**src/rtl/mii_elastic_buf.sv**
```systemverilog
module mii_elastic_buf #(
  parameter int DEPTH     = 16,
  parameter int WATERMARK = 8,
  parameter bit HAS_ERR   = 1'b1
) (
  input  logic       clk,
  input  logic       rst,
  input  logic       rx_ce,
  input  logic [3:0] rxd,
  input  logic       rx_dv,
  input  logic       rx_er,
  input  logic       tx_ce,
  output logic [3:0] txd,
  output logic       tx_en,
  output logic       tx_er
);
  localparam int CW = $clog2(DEPTH + 1);

  logic [4:0]    stg [DEPTH];
  logic [CW-1:0] cnt;
  logic          rx_act, sending, sticky, er_q;

  wire           push  = rx_ce && rx_dv;
  wire           start = !sending && cnt != '0 && (cnt >= CW'(WATERMARK) || !rx_act);
  wire           pop   = tx_ce && (sending || start) && cnt != '0;
  wire           ovf   = push && cnt == CW'(DEPTH) && !pop;
  wire           wr    = push && !ovf;
  wire [CW-1:0]  widx  = cnt - CW'(pop);
  wire [4:0]     din   = {rx_er, rxd};

  for (genvar i = 0; i < DEPTH; i++) begin : g_stage
    wire hit = wr && widx == CW'(i);
    if (i < DEPTH - 1) begin : g_mid
      always_ff @(posedge clk)
        if (hit) stg[i] <= din;
        else if (pop) stg[i] <= stg[i+1];
    end else begin : g_last
      always_ff @(posedge clk)
        if (hit) stg[i] <= din;
    end
  end

  always_ff @(posedge clk) begin
    if (rst) begin
      cnt    <= '0;
      rx_act <= 1'b0;
    end else begin
      cnt <= cnt + CW'(wr) - CW'(pop);
      if (rx_ce) rx_act <= rx_dv;
    end
  end

  always_ff @(posedge clk) begin
    if (rst) begin
      sending <= 1'b0;
      sticky  <= 1'b0;
      tx_en   <= 1'b0;
      txd     <= 4'h0;
      er_q    <= 1'b0;
    end else begin
      if (ovf) sticky <= 1'b1;
      if (tx_ce) begin
        if (pop) begin
          sending <= 1'b1;
          tx_en   <= 1'b1;
          txd     <= stg[0][3:0];
          er_q    <= stg[0][4] | sticky | ovf;
        end else if (sending && rx_act) begin
          tx_en  <= 1'b1;
          er_q   <= 1'b1;
          sticky <= 1'b1;
        end else if (sending) begin
          sending <= 1'b0;
          tx_en   <= 1'b0;
          txd     <= 4'h0;
          er_q    <= 1'b0;
          sticky  <= ovf;
        end
      end
    end
  end

  assign tx_er = HAS_ERR ? er_q : 1'b0;
endmodule


```
**config.mk**
```make
export PLATFORM = sky130hd
export DESIGN_NAME = mii_elastic_buf
export DESIGN_NICKNAME = d
export VERILOG_FILES = /design/src/rtl/mii_elastic_buf.sv
export SDC_FILE = /design/constraint.sdc
export NUM_CORES = 1
export LEC_CHECK = 0
export BUFFER_PORTS_ARGS = -buffer_cell sky130_fd_sc_hd__clkbuf_2
export CAP_MARGIN = 40
export CELL_PAD_IN_SITES_DETAIL_PLACEMENT = 0
export CELL_PAD_IN_SITES_GLOBAL_PLACEMENT = 2
export CORE_ASPECT_RATIO = 0.75
export CORE_MARGIN = 4
export CORE_UTILIZATION = 41
export CTS_CLUSTER_SIZE = 25
export DETAILED_ROUTE_END_ITERATION = 8
export PLACE_DENSITY = 0.79
export REMOVE_ABC_BUFFERS = 1
export SETUP_SLACK_MARGIN = 0.3
export SLEW_MARGIN = 10
export SYNTH_ARGS = -nofsm -noshare
export SYNTH_HDL_FRONTEND = slang
export SYNTH_SLANG_ARGS = --single-unit
```
**constraint.sdc**
```tcl
create_clock -name clk -period 4.4 [get_ports clk]
set_clock_uncertainty 0.1 [all_clocks]
set_input_delay 0.22 -clock clk [delete_from_list [all_inputs] [get_ports clk]]
set_output_delay 0.22 -clock clk [all_outputs]
set_load 0.05 [all_outputs]
```
; Word level (Yosys, flattened, before mapping)
; Memory sizes are Yosys's and may differ from the RTL's.
; Cells that the tools add are included.
[classes]
add_sub_neg = 3
n_mux = 92
n_eq_ne = 17
n_mul = 0
n_bitwise = 17
n_div = 0
magnitude_cmp = 1
reduce_logical = 38
n_shift = 0
[op_table]
columns = cell, n
row1 = 5-bit 2-to-1 mux, 15
row2 = 1-bit 2-to-1 mux, 74
row3 = 5-bit by 4-bit equality test with 1-bit output (second input constant), 8
row4 = 1-bit logical AND, 25
row5 = 5-bit by 3-bit equality test with 1-bit output (second input constant), 4
row6 = 1-bit bitwise OR, 17
row7 = 4-bit 2-to-1 mux, 3
row8 = 5-bit by 2-bit equality test with 1-bit output (second input constant), 2
row9 = 5-bit by 1-bit subtractor with 5-bit output, 2
row10 = 5-bit by 1-bit adder with 5-bit output, 1
row11 = 5-bit by 1-bit equality test with 1-bit output (second input constant), 1
row12 = 5-bit equality test (second input constant), 1
row13 = 5-bit by 4-bit greater-or-equal comparator with 1-bit output (second input constant), 1
row14 = 5-bit zero test, 1
row15 = 5-bit nonzero test, 1
row16 = 1-bit zero test, 4
row17 = 2-bit AND reduction, 2
row18 = 3-bit AND reduction, 1
row19 = 3-bit nonzero test, 1
row20 = 1-bit logical OR, 2
row21 = 2-bit != test (second input constant), 1
row22 = 2-bit nonzero test, 1
[totals]
memories = 1
mem_bits_ro = 0
ramBits = 80
elab_cells = 176
register_bits = 14
inputBits = 10
out_inout_bits = 6
latch_bits = 0
[memory_table]
columns = name, words, width, rd, rd_clocked_by_memory_dff, write_ports, line_no
row1 = stg, 16, 5, 16, 0, 16, 19  ; logic [4:0] stg [DEPTH];

; Longest topological paths before layout
; Gate-level depths: netlist of run 1.
[depth]
ltp_word = 14
depth_mapped = 15
mapped_depth_nobuf = 14

; Least setup slack after synthesis of run 1
; OpenSTA, ideal clock, no wires.
[synth_timing]
path_kind = reg2reg
startpoint = reg cnt[2]
endpoint = mem stg[2][0] (netlist: stg[0][10]), enable pin
synth_period_minus_slack_ns = 4.299
setup_ns = 0.374
path_buffers = 1
path_slack_ns = 0.101
t_arrival_ns = 3.825
path_stages_with_launch = 13
t_required_ns = 3.926
cell_sequence = dfxtp_1 > inv_1 > ha_1 > or4b_4 > a41o_1 > nand2b_4 > buf_2 > inv_1 > ha_1 > ha_1 > nor3b_1 > nand2b_1 > o21ai_0
[synth_rtl]
columns = element, line_no
row1 = "start, declared", 20  ; logic [CW-1:0] cnt;
row2 = "start signal, assigned", 48  ; cnt <= cnt + CW'(wr) - CW'(pop);
row3 = "end, declared", 19

==> out/qor.yml, run 1 <==
synthArstFlopShare_pct: 0
slew_viol_final: 0
fmax_mhz: 257
dieArea_um2: 13200
numCtsBuffers: 9
p_sw_mw: 1.39
hold_class: "input port to flop"
final_nets: 379
p_total_mw: 4.02
cts_setup_buffers: 0
vias: 2643
drt-pass1-iter-count: 4
hold_buffers: 0
grt_pass1_wl_mm: 14.0
numPortBuffers: 15
swShare_pct: 34.7
min_period_ps: 3880
die_w_um: 131
seqPwrFrac_pct: 38.3
yosysTopAreaCell: "edfxtp_1"
synth_seq_cells: 94
start_util_pct: 42.4
ant_nets: 0
synthCells: 318
path_max_fanout: 9
tns_ps: 0
wire_per_inst_um: 16.4
reg2reg_from: "cnt[2]"
end_kind: "flop"
p_clk_share_pct: 19.3
synth.most_common_cell: "edfxtp_1"
hold_violations: 0
multi_input_area_um2: 1910
yosysSeqAreaShare_pct: 57.3
power_frac_comb_pct: 42.5
critPathLaunchType: "flop"
utilization_pct: 48.5
cts_resized: 0
insertion_delay_ps: 340
synth_edf_count: 80
via_per_inst: 5.26
clock_path_buffers: 2
drive_gt1_share_pct: 41.7
dp_hpwl_mm: 5.93
yosys.cell_types.count: 43
rows: 33
synth_ff_type: "edfxtp_1"
whs_ps: 47.7
critPathArrivalTime_ps: 3880
path_class: "flop to flop"
grt_usage_pct: 13.4
numClockSinks: 94
ir_drop_v: 0.000311
drcViolationCount: 0
maxSlewHeadroom_pct: 58.3
drt_iter0_markers: 139
diodes: 0
areaGrowthSynthToFinish_pct: 14.3
syn-cell-area_um2: 4680
rsz0062_at_grt: "true"
avgSynthCellArea_um2: 14.7
core_um2: 11000
overflow: 0
cp-startpoint: "cnt[2]"
drt-total-wl_mm: 8.23
io_pins: 16
clockRootBuffer: "clkbuf_16"
antenna_found_initial: 0
worstMarginPinSlew_ps: 620
tritoncts: "built"
ys_warn_count: 0
clkTransAtPathRegs_ps: 60
seqCellArea_um2: 2680
fillCellCount: 937
grt_pass1_vias: 2679
p_per_area_nw_per_um2: 751
place_congestion: 0.792
period_share_pct: 88.3
synthTopCellsByArea: "edfxtp_1 (51%), mux2_2 (18%), dfxtp_1 (6.0%)"
p_int_mw: 2.62
status: "finished, final reports clean"
setup_viol: 0
synth_top_area_share_pct: 51.3
maxCapViolCount: 0
synth_commonest_cells: "edfxtp_1 (80), mux2_2 (75), o21ai_0 (22)"
grt_max_degree: 33
leakagePower_nw: 1.84
cts_htree_levels: 3
worstHoldStart: "tx_ce"
die-height_um: 101
critPathRequiredTime_ps: 4390
final cells by class:
type | count | share of cell area, %
Sequential cell | 94 | 50.2
Multi-Input combinational cell | 205 | 35.7
Timing Repair Buffer | 38 | 4.58
Clock buffer | 11 | 4.54
Tap cell | 140 | 3.27
Clock inverter | 5 | 1.10
Inverter | 9 | 0.632
state kept, by name, summed over array words and instances, names as in the netlist:
register and count:
tx_en 1, txd 4, stg 80, tx_er 1, sticky 1, sending 1, cnt 5, rx_act 1
metal layers:
metal | global-route usage [%] | vias to the layer above | wire [um]
li1 | - | 1310 | -
met2 | 20.1 | 35 | 3530
met4 | 4.60 | 0 | 119
met5 | 0 | - | 0
met1 | 18.9 | 1286 | 4310
met3 | 3.74 | 12 | 268
path summary, 6_finish.rpt:
| kind | endpoint | slack [ps] | cells past startpoint |
|---|---|---|---|
| setup / recovery | stg[1][28] | 520 | 14 |
| hold / removal | sticky | 50 | 2 |
| setup reg to reg | stg[1][28] | 520 | 14 |
| hold reg to reg | txd[2] | 360 | 1 |
layout by cell type (no fill, tap or decap), types with 3 or more instances in the layout:
cell	n
a21oi_1	5
a21oi_4	6
a22o_1	4
a31oi_4	8
buf_4	22
clkbuf_16	9
clkbuf_2	15
dfxtp_1	14
edfxtp_1	80
ha_1	10
inv_1	9
mux2_2	75
nand2_1	10
nand2b_1	5
nor2_1	13
nor2b_1	7
nor3_1	3
nor3b_1	3
o21ai_0	21
xnor2_1	3
stage by stage:
stage	cells	area, um^2	setup WS [ps]
floorplan	308	4620	32.7
global placement	485	5030	597
detailed placement	486	5040	493
CTS	502	5340	469
global route	502	5350	282
finish	502	5350	516
worst max-delay path, stage by stage, from the launching register on:
cell,delay [ps]
dfxtp_1,380
inv_1,190
ha_1,170
or4b_4,470
a41o_1,300
nand2b_4,150
inv_1,70
ha_1,170
ha_2,240
nor2b_1,60
a221oi_1,310
a21oi_2,60
buf_4,220
a31oi_2,370
mux2_2,380
power by group through the flow:
stage | combinational [mW] | sequential [mW] | clock (mW)
after floorplan | 1.20 | 1.57 | 0
after global placement | 1.69 | 1.55 | 0
after detailed placement | 1.71 | 1.55 | 0
after CTS | 1.72 | 1.54 | 0.792
after global routing | 1.89 | 1.57 | 0.825
final | 1.71 | 1.54 | 0.774
cell families (layout without fill, tap and decap cells):
group                      Yosys count  count (layout)  share of synthesized area, %
AOI/OAI and AO/OA                   60              60                          12.1
xor gates and xnor gates             4               4                         0.749
adders and majority gates           12              12                          3.37
buffers and inverters               19              63                          2.06
DFF                                 94              94                          57.3
muxes                               75              75                          18.0
and+or+nand+nor                     54              54                          6.34
No activity file was read; power rests on OpenSTA's default activity.
==> run 2: changes to the inputs <==
--- a/config.mk
+++ b/config.mk
@@ -15,6 +15,7 @@
 export CTS_CLUSTER_SIZE = 25
 export DETAILED_ROUTE_END_ITERATION = 8
 export PLACE_DENSITY = 0.79
+export RECOVER_POWER = 25
 export REMOVE_ABC_BUFFERS = 1
 export SETUP_SLACK_MARGIN = 0.3
 export SLEW_MARGIN = 10
==> run 2 against run 1 <==
  * Via count is 0.34% lower
  * Clock-buffer cell count is the same
  * Worst hold slack got worse by 3.8 ps
  * Worst setup slack worse by 45 ps
  * Power is 1.1% lower
  * Combinational power down 3%
  * Register-to-register slack got worse by 50 ps
  * Non-clock buffer count unchanged
  * Clock power hardly changed
==> out/qor.yml, run 2 (synthesis gave the netlist of run 1 again) <==
status: "finished, final reports clean"
ant_nets: 0  # unchanged
critPathRequiredTime_ps: 4320  # -70 ps
cp-startpoint: "cnt[2]"
numPortBuffers: 15  # unchanged
r2r-end: "stg[0][9]"
reg2reg_from: "cnt[2]"
dieArea_um2: 13200  # unchanged
layout_commonest_cell: "edfxtp_1"
tns_ps: 0  # unchanged
vias: 2634  # -0.34%
critPathLaunchType: "flop"
final_nets: 379  # unchanged
antenna_found_initial: 0  # unchanged
largest_register: "stg"
cts_htree_levels: 3  # unchanged
critPathArrivalTime_ps: 3850  # -30 ps
wire_per_inst_um: 16.4  # -0.13%
dp_hpwl_mm: 5.93  # unchanged
die_w_um: 131  # unchanged
dpl.cell_count: 486  # unchanged
layout_common_cells: "edfxtp_1 (80), mux2_2 (75), o21ai_0 (21)"
drt-pass1-iter-count: 4  # unchanged
whs_endpoint: "sticky"
path_cells: "inv_1 > ha_1 > or4b_1 > a41o_1 > nand2b_1 > inv_1 > ha_1 > ha_2 > nor2b_1 > a221oi_1 > a21oi_2 > buf_4 > nand2_1 > o21ai_0 > clkbuf_1"
drt_iter0_markers: 141  # +1.4%
overflow: 0  # unchanged
place_congestion: 0.792  # unchanged
largestRegisters: "stg x80, cnt x5, txd x4"
regToRegSetupSlack_ps: 470  # -50 ps
worstHoldStart: "tx_ce"
numClockSinks: 94  # unchanged
maxCapViolCount: 0  # unchanged
slowest_stage: "or4b_1"
tritoncts: "built"
cts_setup_buffers: 0  # unchanged
cpPeakStageDelay_ps: 490  # +20 ps
io_pins: 16  # unchanged
areaGrowthSynthToFinish_pct: 13.0
rows: 33  # unchanged
grt_pass1_wl_mm: 14.0  # unchanged
fmax_mhz: 255  # -1.2%
largest_register_ffs: 80  # unchanged
slew_viol_final: 0  # unchanged
stdcell_count: 502  # unchanged
clock_path_buffers: 2  # unchanged
drt-total-wl_mm: 8.22  # -0.13%
rsz0062_at_grt: "true"
grt_pass1_vias: 2679  # unchanged
core_um2: 11000  # unchanged
numCtsBuffers: 9  # unchanged
reg2regPathDepth: 15  # +1
diodes: 0  # unchanged
setup_viol: 0  # unchanged
ir_drop_v: 0.000310  # -0.45%
die-height_um: 101  # unchanged
end_kind: "flop"
grt_usage_pct: 13.4  # unchanged
clkTransAtPathRegs_ps: 60  # about the same
grt_max_degree: 33  # unchanged
path_class: "flop to flop"
p_total_mw: 3.97  # -1.1%
drcViolationCount: 0  # unchanged
leakagePower_nw: 1.78  # -3.2%
path_max_fanout: 10  # +1
maxSlewHeadroom_pct: 35.2  # -23 points
insertion_delay_ps: 340  # about the same
worstMarginPinSlew_ps: 972  # +352 ps
drive_gt1_share_pct: 37.3  # -4.4 points
via_per_inst: 5.25  # -0.34%
hold-path-cell-count: 2  # unchanged
clockRootBuffer: "clkbuf_16"
p_per_area_nw_per_um2: 752  # about the same
min_period_ps: 3930  # +45.2 ps
hold_violations: 0  # unchanged
period_share_pct: 89.3  # +1.0 points
hold_class: "input port to flop"
start_util_pct: 42.4  # unchanged
## run 2: cell count changes in the layout (fill, tap and decap cells not counted), sizes merged
cell / delta
buf: -4
clkbuf: +4
## run 2: area by class of cell
| type | count | area [um^2] |
|---|---|---|
| clock inverter | 5 | 58.8 |
| inverter | 9 | 33.8 |
| fill | 943 | 5740 |
| timing repair buffer | 38 | 218 |
| tap | 140 | 175 |
| multi-input combinational | 205 | 1880 |
| clock buffer | 11 | 243 |
| sequential | 94 | 2680 |
## run 2: what timing repair did
action,CTS,global route
hold buffers,0,0
setup endpoints to repair,0,31
gates resized for setup,0,4
## run 2: report_power, final
| group | total, mW | internal (mW) | switching (mW) |
|---|---|---|---|
| sequential | 1.54 | 1.42 | 0.112 |
| clock | 0.774 | 0.456 | 0.318 |
| combinational | 1.66 | 0.719 | 0.946 |
| total | 3.97 | 2.60 | 1.38 |
## run 2: how the worst max path moves through the flow
stage / to / slack [ps] / depth (start not counted)
2_1_floorplan: stg[0][10] / 30 / 11
3_3_place_gp: stg[1][25] / 600 / 14
3_5_place_dp: stg[1][27] / 490 / 14
4_1_cts: stg[1][28] / 470 / 14
5_1_grt: stg[0][7] / 200 / 15
6_report: stg[0][9] / 470 / 15
## run 2: critical path, delay by kind of cell (launching register included)
kind / cells / cell delay [ps]
compound gates: 4 / 710
flops: 1 / 380
simple gates: 4 / 990
buf+inv: 4 / 820
fa+ha+maj: 3 / 580
## run 2: metal layers
| metal | global-route usage (%) | vias to the layer above | wire length, um |
|---|---|---|---|
| met3 | 3.74 | 13 | 276 |
| met5 | 0 | - | 0 |
| li1 | - | 1306 | - |
| met2 | 20.1 | 37 | 3500 |
| met1 | 18.9 | 1278 | 4320 |
| met4 | 4.60 | 0 | 126 |
## run 2: per-stage QoR
step                hold WS, ps  setup WS, ps  area [um^2]  util (%)
floorplan                   189          32.7         4620         -
global placement            341           597         5030      45.6
detailed placement          341           493         5040      45.7
CTS                        27.3           469         5340      48.4
global route               43.5           196         5290      48.0
finish                     43.9           471         5290      48.0
